<file path="src/rtl/csa_pkg.sv">
package csa_pkg;
  // one-bit sum of a full adder
  function automatic logic fa_sum(input logic x, input logic y, input logic c);
    return x ^ y ^ c;
  endfunction

  // one-bit carry of a full adder: majority of the three inputs
  function automatic logic fa_carry(input logic x, input logic y, input logic c);
    return (x & y) | (x & c) | (y & c);
  endfunction
endpackage

</file>
<file path="src/rtl/csa_leaf.sv">
module csa_leaf #(
  parameter int W = 2
) (
  input  logic [W-1:0] a,
  input  logic [W-1:0] b,
  output logic [W-1:0] s0,
  output logic [W-1:0] s1,
  output logic         c0,
  output logic         c1
);
  import csa_pkg::*;

  // two short ripple chains: carry-in assumed 0 and assumed 1
  logic [W:0] rc0;
  logic [W:0] rc1;

  always_comb begin
    rc0[0] = 1'b0;
    rc1[0] = 1'b1;
    for (int i = 0; i < W; i++) begin
      s0[i]    = fa_sum(a[i], b[i], rc0[i]);
      rc0[i+1] = fa_carry(a[i], b[i], rc0[i]);
      s1[i]    = fa_sum(a[i], b[i], rc1[i]);
      rc1[i+1] = fa_carry(a[i], b[i], rc1[i]);
    end
    c0 = rc0[W];
    c1 = rc1[W];
  end
endmodule

</file>
<file path="src/rtl/csa_sel.sv">
module csa_sel #(
  parameter int W = 2
) (
  input  logic         sel,
  input  logic [W-1:0] d0,
  input  logic [W-1:0] d1,
  output logic [W-1:0] y
);
  assign y = sel ? d1 : d0;
endmodule

</file>
<file path="src/rtl/csa_node.sv">
module csa_node #(
  parameter int W      = 32,
  parameter int LEAF_W = 2
) (
  input  logic [W-1:0] a,
  input  logic [W-1:0] b,
  output logic [W-1:0] s0,
  output logic [W-1:0] s1,
  output logic         c0,
  output logic         c1
);
  generate
    if (W <= LEAF_W) begin : g_leaf
      csa_leaf #(.W(W)) u_leaf (
        .a(a), .b(b), .s0(s0), .s1(s1), .c0(c0), .c1(c1)
      );
    end else begin : g_split
      localparam int LO_W = W / 2;
      localparam int HI_W = W - LO_W;

      logic [LO_W-1:0] lo_s0, lo_s1;
      logic            lo_c0, lo_c1;
      logic [HI_W-1:0] hi_s0, hi_s1;
      logic            hi_c0, hi_c1;
      logic [HI_W:0]   pick0, pick1;

      csa_node #(.W(LO_W), .LEAF_W(LEAF_W)) u_lo (
        .a(a[LO_W-1:0]), .b(b[LO_W-1:0]),
        .s0(lo_s0), .s1(lo_s1), .c0(lo_c0), .c1(lo_c1)
      );

      csa_node #(.W(HI_W), .LEAF_W(LEAF_W)) u_hi (
        .a(a[W-1:LO_W]), .b(b[W-1:LO_W]),
        .s0(hi_s0), .s1(hi_s1), .c0(hi_c0), .c1(hi_c1)
      );

      // the lower half is computed once; its two carries steer the
      // upper half's pair for the node's carry-0 and carry-1 outcomes
      csa_sel #(.W(HI_W + 1)) u_pick0 (
        .sel(lo_c0), .d0({hi_c0, hi_s0}), .d1({hi_c1, hi_s1}), .y(pick0)
      );
      csa_sel #(.W(HI_W + 1)) u_pick1 (
        .sel(lo_c1), .d0({hi_c0, hi_s0}), .d1({hi_c1, hi_s1}), .y(pick1)
      );

      assign s0 = {pick0[HI_W-1:0], lo_s0};
      assign s1 = {pick1[HI_W-1:0], lo_s1};
      assign c0 = pick0[HI_W];
      assign c1 = pick1[HI_W];
    end
  endgenerate
endmodule

</file>
<file path="src/rtl/cond_sum_adder.sv">
module cond_sum_adder #(
  parameter int N      = 32,
  parameter int LEAF_W = 2
) (
  input  logic [N-1:0] a,
  input  logic [N-1:0] b,
  input  logic         cin,
  output logic [N-1:0] sum,
  output logic         cout
);
  // whole-word candidates, brought out for the checker
  logic [N-1:0] sum_c0, sum_c1;
  logic         cout_c0, cout_c1;

  csa_node #(.W(N), .LEAF_W(LEAF_W)) u_root (
    .a(a), .b(b), .s0(sum_c0), .s1(sum_c1), .c0(cout_c0), .c1(cout_c1)
  );

  csa_sel #(.W(N + 1)) u_final (
    .sel(cin), .d0({cout_c0, sum_c0}), .d1({cout_c1, sum_c1}), .y({cout, sum})
  );
endmodule

</file>
<file path="config.mk">
export PLATFORM = sky130hd
export DESIGN_NAME = cond_sum_adder
export DESIGN_NICKNAME = d
export VERILOG_FILES = /design/src/rtl/csa_pkg.sv /design/src/rtl/csa_leaf.sv /design/src/rtl/csa_sel.sv /design/src/rtl/csa_node.sv /design/src/rtl/cond_sum_adder.sv
export SDC_FILE = /design/constraint.sdc
export NUM_CORES = 1
export LEC_CHECK = 0
export CAP_MARGIN = 20
export CORE_MARGIN = 2
export CORE_UTILIZATION = 40
export DETAILED_ROUTE_END_ITERATION = 12
export DONT_BUFFER_PORTS = 1
export GPL_TIMING_DRIVEN = 1
export PLACE_DENSITY_LB_ADDON = 0.3
export SLEW_MARGIN = 20
export SYNTH_ARGS = -nofsm -noshare
export SYNTH_HDL_FRONTEND = slang
export SYNTH_SLANG_ARGS = --single-unit
</file>
<file path="constraint.sdc">
create_clock -name vclk -period 5.53
set_input_delay 1.106 -clock vclk [all_inputs]
set_output_delay 1.106 -clock vclk [all_outputs]
set_load 0.01 [all_outputs]
</file>
Word-level counts from Yosys, hierarchy flattened
Cells that the tools add are included.
{ "classes": {"n_bitwise": 272, "mux": 31} }
{ "ops": {"columns": ["op", "n"], "rows": [
  ["$and 1x1->1", 96],
  ["$or 1x1->1", 96],
  ["$xor 1x1->1", 64],
  ["$mux 3", 16],
  ["$mux 5", 8],
  ["$mux 9", 4],
  ["$mux 17", 2],
  ["$mux 33", 1],
  ["$not 1->1", 16]
]} }
{ "totals": {"word_cells": 303, "inputBits": 65, "regBits": 0, "output_inout_bits": 33} }

Longest topological paths before layout
Gate-level depths: netlist of the first run.
{ "logic_depth": {"depth_word": 11, "ltp_mapped": 13} }

Hierarchy
From an unflattened synthesis of the first run, not the netlist that was laid out.
{ "hier_totals": {"cells_unflattened": 427, "hier_area_um2": 4294.1} }
{ "modules_own_cells": {"columns": ["mod", "cells_each", "area_per_inst_um2", "instances"], "rows": [
  ["csa_leaf", 14, 102.6, 16],
  ["csa_sel (u_root.g_split.u_hi.g_split.u_pick0 ...)", 10, 146.4, 4],
  ["csa_sel (u_final)", 37, 555.5, 1],
  ["csa_sel (u_root.g_split.u_hi.g_split.u_hi.g_split.u_hi.g_split.u_pick0 ...)", 3, 33.8, 16],
  ["csa_sel (u_root.g_split.u_pick0 ...)", 19, 260.2, 2],
  ["csa_sel (u_root.g_split.u_hi.g_split.u_hi.g_split.u_pick0 ...)", 5, 56.3, 8]
]} }

Worst setup path after synthesis of the first run
OpenSTA, ideal clock, no wires.
{ "synth_timing": {"path_kind": "input -> output", "from": "in a[0]", "to": "out sum[23]", "arrival_ns": 3.721, "path_stages": 11, "setup_slack_ns": 0.703, "required_ns": 4.424, "cell_sequence": "ha_1 nor2b_1 or4b_4 and3_4 buf_6 a21oi_1 mux2_2 a21bo_4 and3_4 nor2_2 mux2_1"} }
{ "synth_between": {"elab_chain_cells": 11, "word_cells_on_any_way": 20} }
{ "synth_lines": {"columns": ["item", "line", "rtl"], "rows": [
  ["start: declaration", "cond_sum_adder.sv:5", "input logic [N-1:0] a,"],
  ["$and 1x1->1", "csa_pkg.sv:9", "return (x & y) | (x & c) | (y & c);"],
  ["$or 1x1->1 (2 in a row)", "csa_pkg.sv:9", null],
  ["$and 1x1->1", "csa_pkg.sv:9", null],
  ["$or 1x1->1 (2 in a row)", "csa_pkg.sv:9", null],
  ["$mux 3", "csa_sel.sv:9", "assign y = sel ? d1 : d0;"],
  ["$mux 5", "csa_sel.sv:9", null],
  ["$mux 9", "csa_sel.sv:9", null],
  ["$mux 17", "csa_sel.sv:9", null],
  ["$mux 33 (*)", "csa_sel.sv:9", null],
  ["end: declaration", "cond_sum_adder.sv:8", "output logic [N-1:0] sum,"]
]} }
Mark *: on every way between the ends. The rest lies on a longest branch, timed or not.

Final worst setup path of the first run
{ "layout_timing": {"from": "in a[2]", "to": "out sum[31]"} }
Same word-level chain as after synthesis.

==> results of run 1 <==
[Yosys cell counts, types with 2 or more instances]
cell | instances | area (um2)
mux2_1 | 3 | 33.78
o22ai_1 | 2 | 12.51
o211ai_1 | 2 | 15.01
and3_4 | 3 | 33.78
ha_1 | 33 | 412.9
a21boi_4 | 2 | 37.54
inv_1 | 52 | 195.2
nor2_1 | 5 | 18.77
nand3_1 | 2 | 10.01
nand2b_1 | 3 | 18.77
nor2b_1 | 8 | 50.05
xor2_1 | 5 | 43.79
a21oi_1 | 5 | 25.02
a211oi_1 | 3 | 22.52
mux2i_1 | 17 | 170.2
fa_1 | 30 | 600.6
mux2_2 | 10 | 112.6
a311oi_1 | 2 | 17.52
nand2_1 | 12 | 45.04
xnor2_1 | 10 | 87.58
[layer usage]
layer  vias up  track usage
met5         -            0
met4         0      0.01228
met3         2      0.02759
met2        47       0.2638
met1       720       0.1467
li1        751            -
[stage by stage]
step,hold WS (ns),instances
2_1_floorplan,2.288,232
3_3_place_gp,2.294,303
3_5_place_dp,2.296,303
4_1_cts,2.296,303
5_1_grt,2.298,303
6_report,2.295,303
[where the power goes]
part           switching [mW]  internal, mW  leakage [nW]
clock network               0             0             0
registers                   0             0             0
logic                   0.180         0.137          1.10
total                   0.180         0.137          1.10
[kinds of logic after synthesis]
family | Yosys count
AOI/OAI and AO/OA | 26
xor gates and xnor gates | 15
adders and majority gates | 63
buffers and inverters | 53
muxes | 32
and+or+nand+nor | 43
[layout make-up]
| class | instances | area [um2] | share of cell area |
|---|---|---|---|
| Inverter | 52 | 195.2 | 0.08553 |
| Multi-Input combinational cell | 179 | 1997 | 0.8750 |
| Tap cell | 72 | 90.09 | 0.03947 |
[worst min-delay path by stage]
stage / cells after the start / slack [ns] / to / startpoint
finish: 1 / 2.29 / sum[0] / cin
global route: 1 / 2.30 / sum[0] / cin
CTS: 1 / 2.30 / sum[0] / cin
detailed placement: 1 / 2.30 / sum[0] / cin
global placement: 1 / 2.29 / sum[0] / cin
floorplan: 1 / 2.29 / sum[0] / cin
[cell usage in the layout, fill, tap and decap left out, types with 2 or more instances in the layout]
| cell | count |
|---|---|
| nand3_1 | 2 |
| mux2_2 | 10 |
| and3_4 | 3 |
| nand2b_1 | 3 |
| nor2_1 | 5 |
| mux2_1 | 3 |
| a211oi_1 | 3 |
| inv_1 | 52 |
| nand2_1 | 12 |
| fa_1 | 30 |
| o22ai_1 | 2 |
| nor2b_1 | 8 |
| a311oi_1 | 2 |
| xor2_1 | 5 |
| mux2i_1 | 17 |
| a21boi_4 | 2 |
| ha_1 | 33 |
| o211ai_1 | 2 |
| a21oi_1 | 5 |
| xnor2_1 | 10 |
==> qor.txt, run 1 <==
Hold Buf Count CTS: 0
Post-placement cell area: 0.002282 mm2
Slew @ Worst Pin: 0.4754 ns
Fill count: 551
WS Path Type: input pin to output port
Critical path capture point type: output port
CP Launch Type: input pin
Share of synthesized cell area in and, or, nand and nor gates: 0.1244
Vias per inst: 5.017
F_max: 0.2014 GHz
# clk buffers: 0
Total grt overflow: 0
Routed wl met2: 2254 um
Design area: 0.002282 mm2
CP Max Fanout: 6
Final Slew Violations: 0
Register area share after synthesis: 0
Vias: 1520
Synth Instances: 232
Uppermost layer routed: met4
Syn Area/Cell: 9.497 um2
Sequential cells: 0
RSZ-0062 raised after global routing: no
Reg area: 0 um2
Die Span Y: 78.22 um
Worst setup margin: 0.5657 ns
Chip Width: 78.22 um
Port Buffers: 0
Io pins: 98
Setup-failing EPs final: 0
Initial DRC Count: 26
Post CTS Setup Buffer Count: 0
Max_slew headroom: 0.6809
Post-Synth Adder-Cell Area: 0.4600
Compound-Gate Fraction of Synth Area: 0.1056
Post-DP HPWL: 3874 um
FP Rows: 27
Pre-CTS WS: 0.5515 ns
Leak Pwr: 1.101 nW
Tot Pwr: 0.3173 mW
Fin nets: 361
Post-route ant nets: 0
Mux cell area share after synthesis: 0.1567
Largest net degree at the start of global routing: 7
Initial Util: 0.4076
Core Area: 0.005405 mm2
Slowest cell on crit path: a311oi_1
Buf/Inv on CP: 0
WL/cell: 13.35 um
Synth-to-layout area growth: 3.578%
Crit-path most repeated cell: a21oi_1
First-pass GRT wire length: 6858 um
Placer Congestion: 0.7091
Ratio of cells with drive above 1 in the final layout: 0.1212
Max-capacitance violation count: 0
Netlist cell types: 43
Total wire length: 4044 um
Synth warnings: 0
Worst EP required: 4.42 ns
Hold Vio Cnt, Final: 0
Main combinational cell family by area after synthesis: adder cells
Worst setup endpoint: sum[31]
Vias in the first global route: 1595
Hold Path Class: input pin to output port
Pwr per Cell Area: 139.1 mW/mm2
Mapped Nets: 360
Setup TNS: 0 ns
Routed met3 length: 321 um
Final Util: 0.4222
First-pass detailed-route iteration total: 4
Post-Synth XOR/XNOR Area: 0.05963
Stages on worst setup path: 11
Mapped cell area: 0.002203 mm2
CP max stage delay: 0.45 ns
Status: finished clean
Crit share post-route: 0.8977
Worst Setup SP: a[2]
Min Tclk post-route: 4.964 ns
Post-CTS sizing: 0
Total track usage: 0.1319
Crit path arrival time: 3.86 ns
Max VDD drop: 0.07126 mV
DRC Markers: 0
Die ar.: 0.006118 mm2
CP delay by family, top: compound AO/OA/AOI/OAI gates
Ant diodes: 0
Initial antenna violation count: 0
Crit-path cells: ha_1 -> fa_1 -> nor4b_1 -> a21oi_1 -> a31oi_1 -> a21oi_1 -> mux2_2 -> a21bo_4 -> a21boi_1 -> a211oi_1 -> a311oi_1
Metal1 wirelength: 1437 um
(Power assumes the default switching activity.)
==> run 2: changes to the inputs <==
--- a/config.mk
+++ b/config.mk
@@ -6,7 +6,6 @@
 export NUM_CORES = 1
 export LEC_CHECK = 0
 export CAP_MARGIN = 20
-export CORE_MARGIN = 2
 export CORE_UTILIZATION = 40
 export DETAILED_ROUTE_END_ITERATION = 12
 export DONT_BUFFER_PORTS = 1
==> constraint.sdc (replaced) <==
create_clock -name vclk -period 5.53
set_input_delay 0.8295 -clock vclk [all_inputs]
set_output_delay 0.8295 -clock vclk [all_outputs]
set_load 0.01 [all_outputs]
==> qor.txt, run 2 (synthesis gave the netlist of run 1 again) <==
First-pass GRT wire length: 6589 um (-3.9%)
Initial Util: 0.4233 (+0.01568)
F_max: 0.2257 GHz (+12%)
Reg area: 0 um2 (unchanged)
First-pass detailed-route iteration total: 4 (unchanged)
Crit share post-route: 0.8014 (-0.09633)
CP Launch Type: input pin
Initial DRC Count: 42 (+62%)
M1 GR Usage: 0.1715 (+0.02488)
Hold Path Class: input pin to output port
FP Rows: 26 (-3.7%)
Placed cell count: 301 (-0.66%)
Worst Setup SP: a[2]
Largest net degree at the start of global routing: 7 (unchanged)
Post CTS Setup Buffer Count: 0 (unchanged)
Die Span Y: 76.22 um (-2.6%)
Final Util: 0.4380 (+0.01576)
Crit path arrival time: 3.60 ns (-0.26 ns)
Routing usage on met2: 0.2495 (-0.01424)
Most frequent cells in the layout: 52 x inv_1, 33 x ha_1, 30 x fa_1
Io pins: 98 (unchanged)
Initial antenna violation count: 0 (unchanged)
Critical path capture point type: output port
Ratio of cells with drive above 1 in the final layout: 0.1212 (unchanged)
DRC Markers: 0 (unchanged)
Leak Pwr: 1.101 nW (unchanged)
Vias: 1523 (+0.20%)
Setup-failing EPs final: 0 (unchanged)
Total grt overflow: 0 (unchanged)
Post-route ant nets: 0 (unchanged)
Placer Congestion: 0.7246 (+2.2%)
Pwr per Cell Area: 139.0 mW/mm2 (about the same)
Slew @ Worst Pin: 0.5436 ns (+0.06816 ns)
Hold Vio Cnt, Final: 0 (unchanged)
GRT Max-Usage Layer: met2
Worst EP required: 4.70 ns (+0.28 ns)
Final Slew Violations: 0 (unchanged)
Max_slew headroom: 0.6352 (-0.04575)
WL/cell: 12.92 um (-3.2%)
Synth-to-layout area growth: 3.464%
# clk buffers: 0 (unchanged)
Vias in the first global route: 1550 (-2.8%)
Sequential cells: 0 (unchanged)
Setup TNS: 0 ns (unchanged)
Final std cells w/o fill: 301 (-0.66%)
Max-capacitance violation count: 0 (unchanged)
Vias per inst: 5.060 (+0.86%)
Hold Startpoint: cin
Hold Buf Count CTS: 0 (unchanged)
Die ar.: 0.005809 mm2 (-5.0%)
Fin nets: 361 (unchanged)
Core Area: 0.005205 mm2 (-3.7%)
RSZ-0062 raised after global routing: no
Max VDD drop: 0.07600 mV (+6.7%)
Post-DP HPWL: 3689 um (-4.8%)
WS Path Type: input pin to output port
Commonest non-fill, non-tap cell in the layout: inv_1
CP Max Fanout: 6 (unchanged)
Chip Width: 76.22 um (-2.6%)
M3 GR Usage: 0.01317 (-0.01441)
Total track usage: 0.1322 (+0.0003060)
Total wire length: 3888 um (-3.9%)
Min Tclk post-route: 4.432 ns (-0.5327 ns)
Ant diodes: 0 (unchanged)
Port Buffers: 0 (unchanged)
Post-CTS sizing: 0 (unchanged)
Status: finished clean
## run 2: cell counts in the layout (fill, tap and decap cells not counted)
No cell type changed its count.
## run 2: through the flow
stage | hold WS, ns | total power [mW] | worst slack [ns] | area (um2)
5_1_grt | 1.740 | 0.3541 | 0.8644 | 2280
4_1_cts | 1.738 | 0.3230 | 1.103 | 2280
3_5_place_dp | 1.738 | 0.3209 | 1.103 | 2280
2_1_floorplan | 1.735 | 0.2763 | 1.256 | 2203
6_report | 1.738 | 0.3169 | 1.098 | 2280
3_3_place_gp | 1.740 | 0.3172 | 1.173 | 2280
## run 2: path summary, 6_finish.rpt
kind  cells past startpoint     end
min                       1  sum[0]
max                      11    cout
## run 2: layer usage
layer  part of all wire  up-vias  routed length [um]
met2               0.52       52                2010
met5                  0        -                   0
met3              0.065        0                 251
met4                  0        0                   0
met1               0.42      718                1626
li1                   -      753                   -
## run 2: where the power goes
| part | internal [mW] | switching, mW |
|---|---|---|
| sequential | 0 | 0 |
| clock | 0 | 0 |
| combinational | 0.138 | 0.179 |
## run 2: cell type report
cell class	instances	area (um2)
Fill cell	523	2925
Multi-Input combinational cell	179	1997
Inverter	52	195.2
Tap cell	70	87.58
## run 2: worst max-delay path, cell delays in order
cell,delay (ns)
ha_1,0.19
fa_1,0.37
nor4b_1,0.15
a21oi_1,0.16
a31oi_1,0.17
a21oi_1,0.22
mux2_2,0.43
a21bo_4,0.27
a21boi_1,0.21
a211oi_1,0.08
a311oi_1,0.50
==> run 3: changes to the inputs <==
==> constraint.sdc (replaced) <==
create_clock -name vclk -period 4.4
set_input_delay 0.66 -clock vclk [all_inputs]
set_output_delay 0.66 -clock vclk [all_outputs]
set_load 0.01 [all_outputs]
==> qor.txt, run 3 (synthesis gave the netlist of run 1 again) <==
Reg power frac: 0 (unchanged)
WL/cell: 13.06 um (+1.1%)
Io pins: 98 (unchanged)
Final Util: 0.4380 (unchanged)
Fin nets: 361 (unchanged)
Vias per inst: 5.033 (-0.53%)
Setup-failing EPs final: 0 (unchanged)
CP Launch Type: input pin
Initial antenna violation count: 0 (unchanged)
Post-DP HPWL: 3705 um (+0.43%)
Worst setup margin: 0.3327 ns (-0.7656 ns)
Status: finished clean
Post CTS Setup Buffer Count: 0 (unchanged)
Ratio of cells with drive above 1 in the final layout: 0.1212 (unchanged)
RSZ-0062 raised after global routing: no
Max-capacitance violation count: 0 (unchanged)
Final Slew Violations: 0 (unchanged)
Crit path arrival time: 3.41 ns (-0.19 ns)
Fill count: 508 (-2.9%)
Max VDD drop: 0.09287 mV (+22%)
Max_slew headroom: 0.6455 (+0.01036)
M3 GR Usage: 0.01796 (+0.004790)
Port Buffers: 0 (unchanged)
Hold slack final: 1.400 ns (-0.3381 ns)
Post-CTS sizing: 0 (unchanged)
Total grt overflow: 0 (unchanged)
Placer Congestion: 0.7213 (-0.46%)
Commonest non-fill, non-tap cell in the layout: inv_1
Worst Setup SP: a[2]
Hold Vio Cnt, Final: 0 (unchanged)
Reg area: 0 um2 (unchanged)
FP Rows: 26 (unchanged)
WS Path Type: input pin to output port
Tot Pwr: 0.3991 mW (+26%)
Crit-path cells: ha_1 -> fa_1 -> nor4b_1 -> a21oi_1 -> a31oi_1 -> a21oi_1 -> mux2_2 -> a21bo_4 -> a21boi_1 -> a211oi_1 -> a311oi_1
CP max stage delay: 0.49 ns (about the same)
GRT Max-Usage Layer: met2
Total track usage: 0.1371 (+0.004859)
Setup TNS: 0 ns (unchanged)
Clock power share: 0 (unchanged)
Synth-to-layout area growth: 3.464% (unchanged)
M1 GR Usage: 0.1798 (+0.008240)
Routing usage on met2: 0.2532 (+0.003604)
Die Span Y: 76.22 um (unchanged)
Final std cells w/o fill: 301 (unchanged)
Post-placement cell area: 0.002280 mm2 (unchanged)
DRC Markers: 0 (unchanged)
CP Max Fanout: 6 (unchanged)
Worst setup endpoint: cout
Largest net degree at the start of global routing: 7 (unchanged)
Crit share post-route: 0.9244
F_max: 0.2459 GHz
Total wire length: 3931 um (+1.1%)
Chip Width: 76.22 um (unchanged)
Crit-path most repeated cell: a21oi_1
Sw Ratio: 0.5672 (+0.001498)
Sequential cells: 0 (unchanged)
Design area: 0.002280 mm2 (unchanged)
First-pass GRT wire length: 6817 um (+3.5%)
Min Tclk post-route: 4.067 ns
Critical path capture point type: output port
Switching power: 0.2263 mW (+26%)
Pre-CTS WS: 0.3255 ns (-0.7778 ns)
Slowest cell on crit path: a311oi_1
First-pass detailed-route iteration total: 4 (unchanged)
Core Area: 0.005205 mm2 (unchanged)
Initial Util: 0.4233 (unchanged)
Die ar.: 0.005809 mm2 (unchanged)
Pwr per Cell Area: 175.1 mW/mm2 (+26%)
Initial DRC Count: 27 (-36%)
Hold Path Class: input pin to output port
Most frequent cells in the layout: 52 x inv_1, 33 x ha_1, 30 x fa_1
Worst EP required: 3.74 ns (-0.96 ns)
Ant diodes: 0 (unchanged)
Internal power component: 0.1727 mW (+25%)
Hold Buf Count CTS: 0 (unchanged)
Leak Pwr: 1.101 nW (unchanged)
Slew @ Worst Pin: 0.5281 ns (-0.01544 ns)
Footprint of the multi-input gates: 0.001997 mm2 (unchanged)
Vias in the first global route: 1558 (+0.52%)
Placed cell count: 301 (unchanged)
Combinational Power Share: 1.000 (about the same)
# clk buffers: 0 (unchanged)
Post-route ant nets: 0 (unchanged)
Vias: 1515 (-0.53%)
## run 3: how the worst min path moves through the flow
stage | start | slack (ns) | depth (start not counted) | endpoint
after global routing | cin | 1.40 | 1 | sum[0]
after detailed placement | cin | 1.40 | 1 | sum[0]
after floorplan | cin | 1.40 | 1 | sum[0]
final | cin | 1.40 | 1 | sum[0]
after CTS | cin | 1.40 | 1 | sum[0]
after global placement | cin | 1.40 | 1 | sum[0]
## run 3: layout make-up
cell class | instances | area share
multi-input combinational | 179 | 0.8760
inverter | 52 | 0.08562
tap | 70 | 0.03842
## run 3: power by group through the flow
stage	Sequential [mW]	Combinational [mW]	Clock, mW
final	0	0.399	0
after global routing	0	0.450	0
after CTS	0	0.406	0
after detailed placement	0	0.403	0
after global placement	0	0.399	0
after floorplan	0	0.347	0
## run 3: worst max-delay path: cells and delay by family
family	cells	cell delay [ns]
and+or+nand+nor	1	0.15
muxes	1	0.43
adders and majority gates	2	0.56
AOI/OAI and AO/OA	7	1.60
## run 3: layer usage
metal / vias to the layer above / routed length (um)
li1: 751 / -
met1: 707 / 1622
met2: 57 / 2030
met3: 0 / 278
met4: 0 / 0
met5: - / 0
